### src/rtl/irq_combiner_pkg.sv
package irq_combiner_pkg;
  typedef enum logic [1:0] {
    REG_STATUS = 2'd0,
    REG_EN_SET = 2'd1,
    REG_EN_CLR = 2'd2,
    REG_MASK   = 2'd3
  } reg_addr_e;
endpackage

### src/rtl/irq_status_bank.sv
module irq_status_bank #(
  parameter int unsigned N_SRC = 14
) (
  input  logic             clk_i,
  input  logic             rst_ni,
  input  logic [N_SRC-1:0] evt_i,
  input  logic             rd_clr_i,
  output logic [N_SRC-1:0] status_o
);
  logic [N_SRC-1:0] status_q;

  // new events win over the clear of the same cycle
  always_ff @(posedge clk_i or negedge rst_ni) begin
    if (!rst_ni) status_q <= '0;
    else         status_q <= (status_q & ~{N_SRC{rd_clr_i}}) | evt_i;
  end

  assign status_o = status_q;

  AST_EVT_LATCHED: assert property (@(posedge clk_i) disable iff (!rst_ni)
    (|evt_i) |=> ((status_q & $past(evt_i)) == $past(evt_i)));
  AST_READ_CLEARS: assert property (@(posedge clk_i) disable iff (!rst_ni)
    rd_clr_i |=> ((status_q & ~$past(evt_i)) == '0));
endmodule

### src/rtl/irq_enable_bank.sv
module irq_enable_bank #(
  parameter int unsigned N_SRC = 14
) (
  input  logic             clk_i,
  input  logic             rst_ni,
  input  logic             set_we_i,
  input  logic             clr_we_i,
  input  logic [N_SRC-1:0] bits_i,
  output logic [N_SRC-1:0] en_o
);
  logic [N_SRC-1:0] en_q;
  logic [N_SRC-1:0] set_bits, clr_bits;

  assign set_bits = set_we_i ? bits_i : '0;
  assign clr_bits = clr_we_i ? bits_i : '0;

  always_ff @(posedge clk_i or negedge rst_ni) begin
    if (!rst_ni) en_q <= '0;
    else         en_q <= (en_q | set_bits) & ~clr_bits;
  end

  assign en_o = en_q;

  AST_SET_ENABLES: assert property (@(posedge clk_i) disable iff (!rst_ni)
    (set_we_i && !clr_we_i) |=> ((en_q & $past(bits_i)) == $past(bits_i)));
  AST_CLR_DISABLES: assert property (@(posedge clk_i) disable iff (!rst_ni)
    clr_we_i |=> ((en_q & $past(bits_i)) == '0));
  AST_ZERO_BITS_HOLD: assert property (@(posedge clk_i) disable iff (!rst_ni)
    (set_we_i || clr_we_i) |=> ((en_q & ~$past(bits_i)) == ($past(en_q) & ~$past(bits_i))));
  AST_IDLE_HOLDS: assert property (@(posedge clk_i) disable iff (!rst_ni)
    !(set_we_i || clr_we_i) |=> $stable(en_q));
endmodule

### src/rtl/irq_combiner.sv
module irq_combiner
  import irq_combiner_pkg::*;
#(
  parameter int unsigned N_SRC = 14
) (
  input  logic             clk_i,
  input  logic             rst_ni,
  input  logic             req_i,
  input  logic             we_i,
  input  logic [1:0]       addr_i,
  input  logic [N_SRC-1:0] wdata_i,
  output logic [N_SRC-1:0] rdata_o,
  input  logic [N_SRC-1:0] evt_i,
  output logic             irq_o
);
  logic             rd_status, wr_set, wr_clr;
  logic [N_SRC-1:0] status, en;

  assign rd_status = req_i && !we_i && (addr_i == REG_STATUS);
  assign wr_set    = req_i &&  we_i && (addr_i == REG_EN_SET);
  assign wr_clr    = req_i &&  we_i && (addr_i == REG_EN_CLR);

  irq_status_bank #(.N_SRC(N_SRC)) status_i (
    .clk_i    (clk_i),
    .rst_ni   (rst_ni),
    .evt_i    (evt_i),
    .rd_clr_i (rd_status),
    .status_o (status)
  );

  irq_enable_bank #(.N_SRC(N_SRC)) enable_i (
    .clk_i    (clk_i),
    .rst_ni   (rst_ni),
    .set_we_i (wr_set),
    .clr_we_i (wr_clr),
    .bits_i   (wdata_i),
    .en_o     (en)
  );

  always_comb begin
    rdata_o = '0;
    if (req_i && !we_i) begin
      unique case (addr_i)
        REG_STATUS: rdata_o = status;
        REG_MASK:   rdata_o = ~en;
        default:    rdata_o = '0;
      endcase
    end
  end

  assign irq_o = |(status & en);

  AST_NO_EN_NO_IRQ: assert property (@(posedge clk_i) disable iff (!rst_ni)
    (en == '0) |-> !irq_o);
  AST_IRQ_NEEDS_STATUS: assert property (@(posedge clk_i) disable iff (!rst_ni)
    $past(rd_status) && ($past(evt_i) == '0) |-> !irq_o);
endmodule

### config.mk
export PLATFORM = sky130hd
export DESIGN_NAME = irq_combiner
export DESIGN_NICKNAME = d
export VERILOG_FILES = /design/src/rtl/irq_combiner_pkg.sv /design/src/rtl/irq_status_bank.sv /design/src/rtl/irq_enable_bank.sv /design/src/rtl/irq_combiner.sv
export SDC_FILE = /design/constraint.sdc
export NUM_CORES = 1
export LEC_CHECK = 0
export BUFFER_PORTS_ARGS = -buffer_cell sky130_fd_sc_hd__buf_2
export CAP_MARGIN = 20
export CORE_MARGIN = 4
export CORE_UTILIZATION = 49
export DETAILED_ROUTE_END_ITERATION = 10
export MAX_ROUTING_LAYER = met4
export PLACE_DENSITY_LB_ADDON = 0.3
export SLEW_MARGIN = 25
export SYNTH_ARGS = -nofsm -noshare
export SYNTH_HDL_FRONTEND = slang
export SYNTH_SLANG_ARGS = --single-unit
### constraint.sdc
create_clock -name clk_i -period 2.6 [get_ports clk_i]
set_clock_uncertainty 0.15 [all_clocks]
set_input_delay 0.52 -clock clk_i [delete_from_list [all_inputs] [get_ports clk_i]]
set_output_delay 0.52 -clock clk_i [all_outputs]
set_load 0.05 [all_outputs]
==> results of run 1 <==
logic make-up after synthesis:
group                      count (synthesis)  synth area share (%)
AOI/OAI and AO/OA                         63                 29.10
adders and majority gates                  4                 3.506
buffers and inverters                     11                 4.908
DFF                                       28                 49.08
and+or+nand+nor                           34                 13.41
cell usage in the layout (no fill, tap or decap):
cell       count
and3_2         2
a221oi_1       1
a22o_1         1
or3b_1         1
clkbuf_4      11
buf_4          9
and3_1         1
a21oi_2        9
a21oi_4        1
nand4_1        1
inv_1          2
a21oi_1       32
ha_1           4
bufinv_16      1
buf_2         36
nand2_1       14
a21o_1        14
nand2b_1       8
nand3b_1       1
or2b_1         6
a22oi_1        5
dfrtp_1       28
registers in the layout, indices dropped and copies added (netlist names):
register,cells
enable_i.en_o,14
status_i.status_o,14
layer usage:
metal / global-route usage (%) / up-vias
met3: 2.686 / 6
li1: - / 586
met1: 25.07 / 591
met4: 9.091 / 0
met5: - / -
met2: 34.91 / 38
worst max-delay path by stage:
stage / end / depth (start not counted)
after floorplan: rdata_o[0] / 5
final: rdata_o[13] / 7
after CTS: rdata_o[7] / 7
after detailed placement: rdata_o[13] / 7
after global routing: rdata_o[13] / 7
after global placement: rdata_o[13] / 7
metrics by stage:
stage	std cells	worst slack [ns]	TNS (ns)	util [%]	hold WS, ns
after floorplan	140	-0.1528	-0.6112	-	0.07441
after global placement	215	0.01460	0	60.46	0.3353
after detailed placement	215	-0.01780	-0.02777	60.46	0.3455
after CTS	219	0.004939	0	62.71	0.03778
after global routing	219	0.003567	0	63.43	0.04621
final	219	0.03305	0	63.43	0.03001
layout make-up:
cell class	count	share of cell area, %
inverter	2	0.4255
sequential	28	39.72
multi-input combinational	101	37.23
clock buffer	3	1.277
tap	31	2.199
timing repair buffer	53	17.45
clock inverter	1	1.702
power breakdown:
| part | internal (uW) | leakage [uW] | switching [uW] | total [uW] |
|---|---|---|---|---|
| combinational | 96.9 | 0.000467 | 121 | 217 |
| clock | 156 | 0.0000279 | 130 | 286 |
| sequential | 491 | 0.000296 | 44.7 | 536 |
| total | 744 | 0.000791 | 295 | 1040 |
repair_timing:
item | 4_1_cts | 5_1_grt
pin swaps | 0 | 0
endpoints found under the hold margin | 0 | 0
buffers inserted | 0 | 0
endpoints found under the setup margin | 4 | 8
gates cloned | 0 | 0
gates resized for setup | 4 | 8
==> flow_summary_export.csv, run 1 <==
group,metric,value,unit
routing,wire_per_inst,16.05,um
cts,htreeDepth,1,
die,pin_count,49,
worst_setup_path,cp_common_cell,"buf_4",
sta,worstMarginPinSlew,0.6459,ns
worst_hold_path,hp-class,"in2async",
routing,via_count,1221,
sta,finalCriticalPeriod,2.567,ns
worst_setup_path,reg2regPathDepth,2,
routing,drtPass1Iterations,4,
worst_setup_path,cp_top_family,"buffers and inverters",
synthesis,yosysSeqAreaShare,49.08,%
worst_setup_path,start_kind,"input pin",
synthesis,postSynthAreaPerCell,10.20,um^2
global_routing,grt_pass1_wl,5651,um
routing,wl_met2,1783,um
routing,postRouteAntennaNets,0,
die,fp.dieH,61.98,um
cts,cts_inserted_buffers,3,
worst_setup_path,critPathLaunch,"addr_i[0]",
worst_setup_path,crit_type,"in2out",
finish,synthToLayoutAreaGrowth,23.58,%
routing,vias_per_cell,5.575,
synthesis,yosys.cell_types.count,22,
die,initial_core_util,51.33,%
worst_setup_path,rrSetupSlack,1.72,ns
routing,route.met3.wl,194,um
global_routing,grt_usage,20.87,%
die,dieArea,3841,um^2
worst_setup_path,path_buf_inv,4,
routing,post-route-drc-count,0,
cts,clock_sinks,28,
global_routing,grt_max_degree,29,
worst_setup_path,path_cells,"buf_2 -> inv_1 -> ha_1 -> or3b_1 -> buf_4 -> a21oi_1 -> buf_4",
cts,cts_root_buf,"clkbuf_4",
power,peakVddDrop,0.0003868,V
synthesis,syn_nets,178,
sta,max_slew_margin,56.81,%
synthesis,synth-seq-cells,28,
finish,nets,227,
worst_setup_path,reg2reg_to,"enable_i.en_o[2]",
finish,fillers,231,
power,p_per_area,589.1,nW/um^2
power,p_leak,0.0007911,uW
global_routing,antenna_found_initial,0,
routing,m1WireLength,1479,um
finish,n_antenna_cell,0,
sta,setup_viol,0,
placement,gp_congestion,0.7914,
routing,top_layer,"met4",
sta,rsz0062_at_grt,"false",
finish,multi_input_area,656.9,um^2
synthesis,synth_edf_count,0,
synthesis,netlist_top_cells_area,"dfrtp_1 49%, a21oi_1 11%, a21o_1 7.4%",
cts,holdBufCountCts,0,
die,core,2781,um^2
finish,postLayoutCellArea,1764,um^2
worst_setup_path,cp_max_fo,7,
worst_setup_path,cp-end-kind,"output port",
routing,drt_iter0_markers,33,
placement,placedInstanceArea,1682,um^2
sta,fin_crit_sh,98.73,%
sta,slew_violations,0,
sta,hold_violations,0,
global_routing,grt.overflow.total,0,
worst_setup_path,slowest_stage,"or3b_1",
cts,clk_pin_slew,0.16,ns
cts,cts_buffer_depth,2,
status,outcome,"completed",
die,die_w,61.98,um
sta,max_freq,389.6,MHz
synthesis,yosys_warnings,0,
synthesis,synth_top_area_cell,"dfrtp_1",
synthesis,synth_most_common_cell,"a21oi_1",
synthesis,syn_inst,140,
global_routing,grt_pass1_vias,1271,
synthesis,synth_flop_cell,"dfrtp_1",
routing,wl,3516,um
die,row_count,19,
synthesis,synthTopCellsByCount,"32 x a21oi_1, 28 x dfrtp_1, 14 x a21o_1, 14 x nand2_1, 9 x a21oi_2",
synthesis,synth_top_area_share,49.08,%
worst_setup_path,max_stage_delay,0.38,ns
synthesis,syn_area,1428,um^2
cts,worstSkewPairLatency,0.33,ns
run,cap_violations,0,
worst_setup_path,rr_startpoint,"enable_i.en_o[2]",
cts,cts_tree,"done",
power,power.total,1039,uW
placement,dp.final_hpwl,2553,um
worst_setup_path,required,1.93,ns
finish,drive_gt1_share,36.70,%
synthesis,synthArstFlopShare,100.0,%
placement,io_buffers,48,
worst_setup_path,cp.arrival,1.90,ns
finish,regArea,700.7,um^2
No activity file was read; power rests on OpenSTA's default activity.
==> run 2, diff against run 1 <==
==> constraint.sdc (replaced) <==
create_clock -name clk_i -period 2.6 [get_ports clk_i]
set_clock_uncertainty 0.15 [all_clocks]
set_input_delay 0.39 -clock clk_i [delete_from_list [all_inputs] [get_ports clk_i]]
set_output_delay 0.39 -clock clk_i [all_outputs]
set_load 0.05 [all_outputs]
==> flow_summary_export.csv, run 2 (same netlist as run 1, synthesis figures left out) <==
group,metric,value,unit
finish,final_cells,219,
global_routing,globalRouteMet1Util,25.19,%
global_routing,grt_usage,19.96,%
power,peakVddDrop,0.0004617,V
finish,synthToLayoutAreaGrowth,21.65,%
finish,fillers,244,
worst_setup_path,slowest_stage,"or3b_1",
worst_setup_path,crit_type,"in2out",
die,dieArea,3841,um^2
cts,clk_pin_slew,0.16,ns
sta,max_slew_margin,58.97,%
placement,placedCellCount,214,
placement,dp.final_hpwl,2485,um
finish,drive_gt1_share,36.17,%
worst_setup_path,cp.depth,7,
worst_hold_path,hp-class,"in2reg",
worst_setup_path,required,2.06,ns
cts,cts_inserted_buffers,3,
worst_setup_path,path_buf_inv,4,
global_routing,grt_max_degree,29,
cts,cts_buffer_depth,2,
global_routing,grt_pass1_vias,1209,
worst_setup_path,crit_path_end,"rdata_o[2]",
global_routing,antenna_found_initial,0,
sta,worstMarginPinSlew,0.6155,ns
worst_setup_path,start_kind,"input pin",
cts,ctsResizeCount,0,
worst_setup_path,max_stage_delay,0.35,ns
die,die_w,61.98,um
finish,final_common_cell,"buf_2",
finish,regArea,700.7,um^2
global_routing,gr-usage-met3,3.099,%
cts,clock_sinks,28,
routing,wire_per_inst,15.38,um
die,pin_count,49,
sta,slew_violations,0,
worst_setup_path,cp_max_fo,14,
finish,layout_common_cells,"48 x buf_2, 32 x a21oi_1, 28 x dfrtp_1",
sta,max_freq,420.0,MHz
sta,hold_violations,0,
finish,n_antenna_cell,0,
worst_setup_path,cp_common_cell,"buf_2",
status,outcome,"completed",
sta,fin_crit_sh,91.59,%
global_routing,top_usage_layer,"met2",
cts,cts_tree,"done",
routing,wl,3368,um
sta,whs,0.05400,ns
cts,cts_root_buf,"clkbuf_4",
routing,drtPass1Iterations,4,
sta,rsz0062_at_grt,"false",
worst_setup_path,rrSetupSlack,1.73,ns
worst_setup_path,critPathLaunch,"addr_i[0]",
worst_setup_path,cp.arrival,1.84,ns
global_routing,grtUsageMet2,33.14,%
die,row_count,19,
finish,nets,227,
cts,worstSkewPairLatency,0.32,ns
finish,multi_input_area,656.9,um^2
power,p_per_area,594.9,nW/um^2
run,cap_violations,0,
sta,setup_tns,0,ns
die,initial_core_util,51.33,%
worst_setup_path,cp_top_family,"buffers and inverters",
worst_setup_path,rr_startpoint,"enable_i.en_o[11]",
sta,finalCriticalPeriod,2.381,ns
die,fp.dieH,61.98,um
routing,post-route-drc-count,0,
sta,setup_viol,0,
global_routing,grt.overflow.total,0,
routing,postRouteAntennaNets,0,
placement,io_buffers,48,
worst_setup_path,path_cells,"buf_2 -> inv_1 -> ha_1 -> or3b_1 -> buf_4 -> a21oi_1 -> buf_2",
routing,vias_per_cell,5.543,
die,core,2781,um^2
cts,htreeDepth,1,
worst_setup_path,cp-end-kind,"output port",
finish,utilization,62.44,%
placement,gp_congestion,0.7723,
worst_setup_path,reg2regPathDepth,2,
routing,drt_iter0_markers,55,
global_routing,grt_pass1_wl,5464,um
worst_setup_path,reg2reg_to,"enable_i.en_o[11]",
routing,via_count,1214,
cts,cts_setup_buffers,0,
power,p_leak,0.0007950,uW
-- run 2: how the worst min path moves through the flow --
| stage | cells after the start | start | to | slack, ns |
|---|---|---|---|---|
| 2_1_floorplan | 0 | rst_ni | enable_i.en_o[0] | -0.06 |
| 3_3_place_gp | 1 | rst_ni | enable_i.en_o[4] | 0.28 |
| 3_5_place_dp | 1 | rst_ni | status_i.status_o[10] | 0.29 |
| 4_1_cts | 2 | wdata_i[4] | enable_i.en_o[4] | 0.05 |
| 5_1_grt | 2 | wdata_i[10] | enable_i.en_o[10] | 0.03 |
| 6_report | 2 | wdata_i[4] | enable_i.en_o[4] | 0.05 |
-- run 2: power breakdown --
| part | switching [uW] | internal, uW | total (uW) |
|---|---|---|---|
| Combinational | 117 | 93.0 | 210 |
| Clock | 132 | 156 | 288 |
| Sequential | 43.8 | 491 | 535 |
| Total | 293 | 740 | 1030 |
-- run 2: repair_timing --
action,in CTS,in global routing
setup endpoints to repair,0,0
endpoints found under the hold margin,28,0
hold buffers,1,0
-- run 2: per-layer routing --
layer,vias to the layer above,routed length (um)
met5,-,0
met4,0,34
met3,4,221
met2,50,1676
met1,572,1436
li1,588,-
-- run 2: stage by stage --
stage / power, uW / area (um^2) / setup WS [ns]
after global placement: 743.6 / 1674 / 0.2882
final: 1033 / 1737 / 0.2188
after CTS: 1038 / 1737 / 0.2334
after global routing: 1092 / 1737 / 0.1494
after floorplan: 677.4 / 1428 / 0.1072
after detailed placement: 753.9 / 1674 / 0.2441
-- run 2: area by class of cell --
class,instances,share of cell area [%]
Inverter,2,0.4323
Multi-Input combinational cell,101,37.82
Tap cell,31,2.233
Timing Repair Buffer,53,16.14
Clock inverter,1,1.729
Sequential cell,28,40.35
Clock buffer,3,1.297
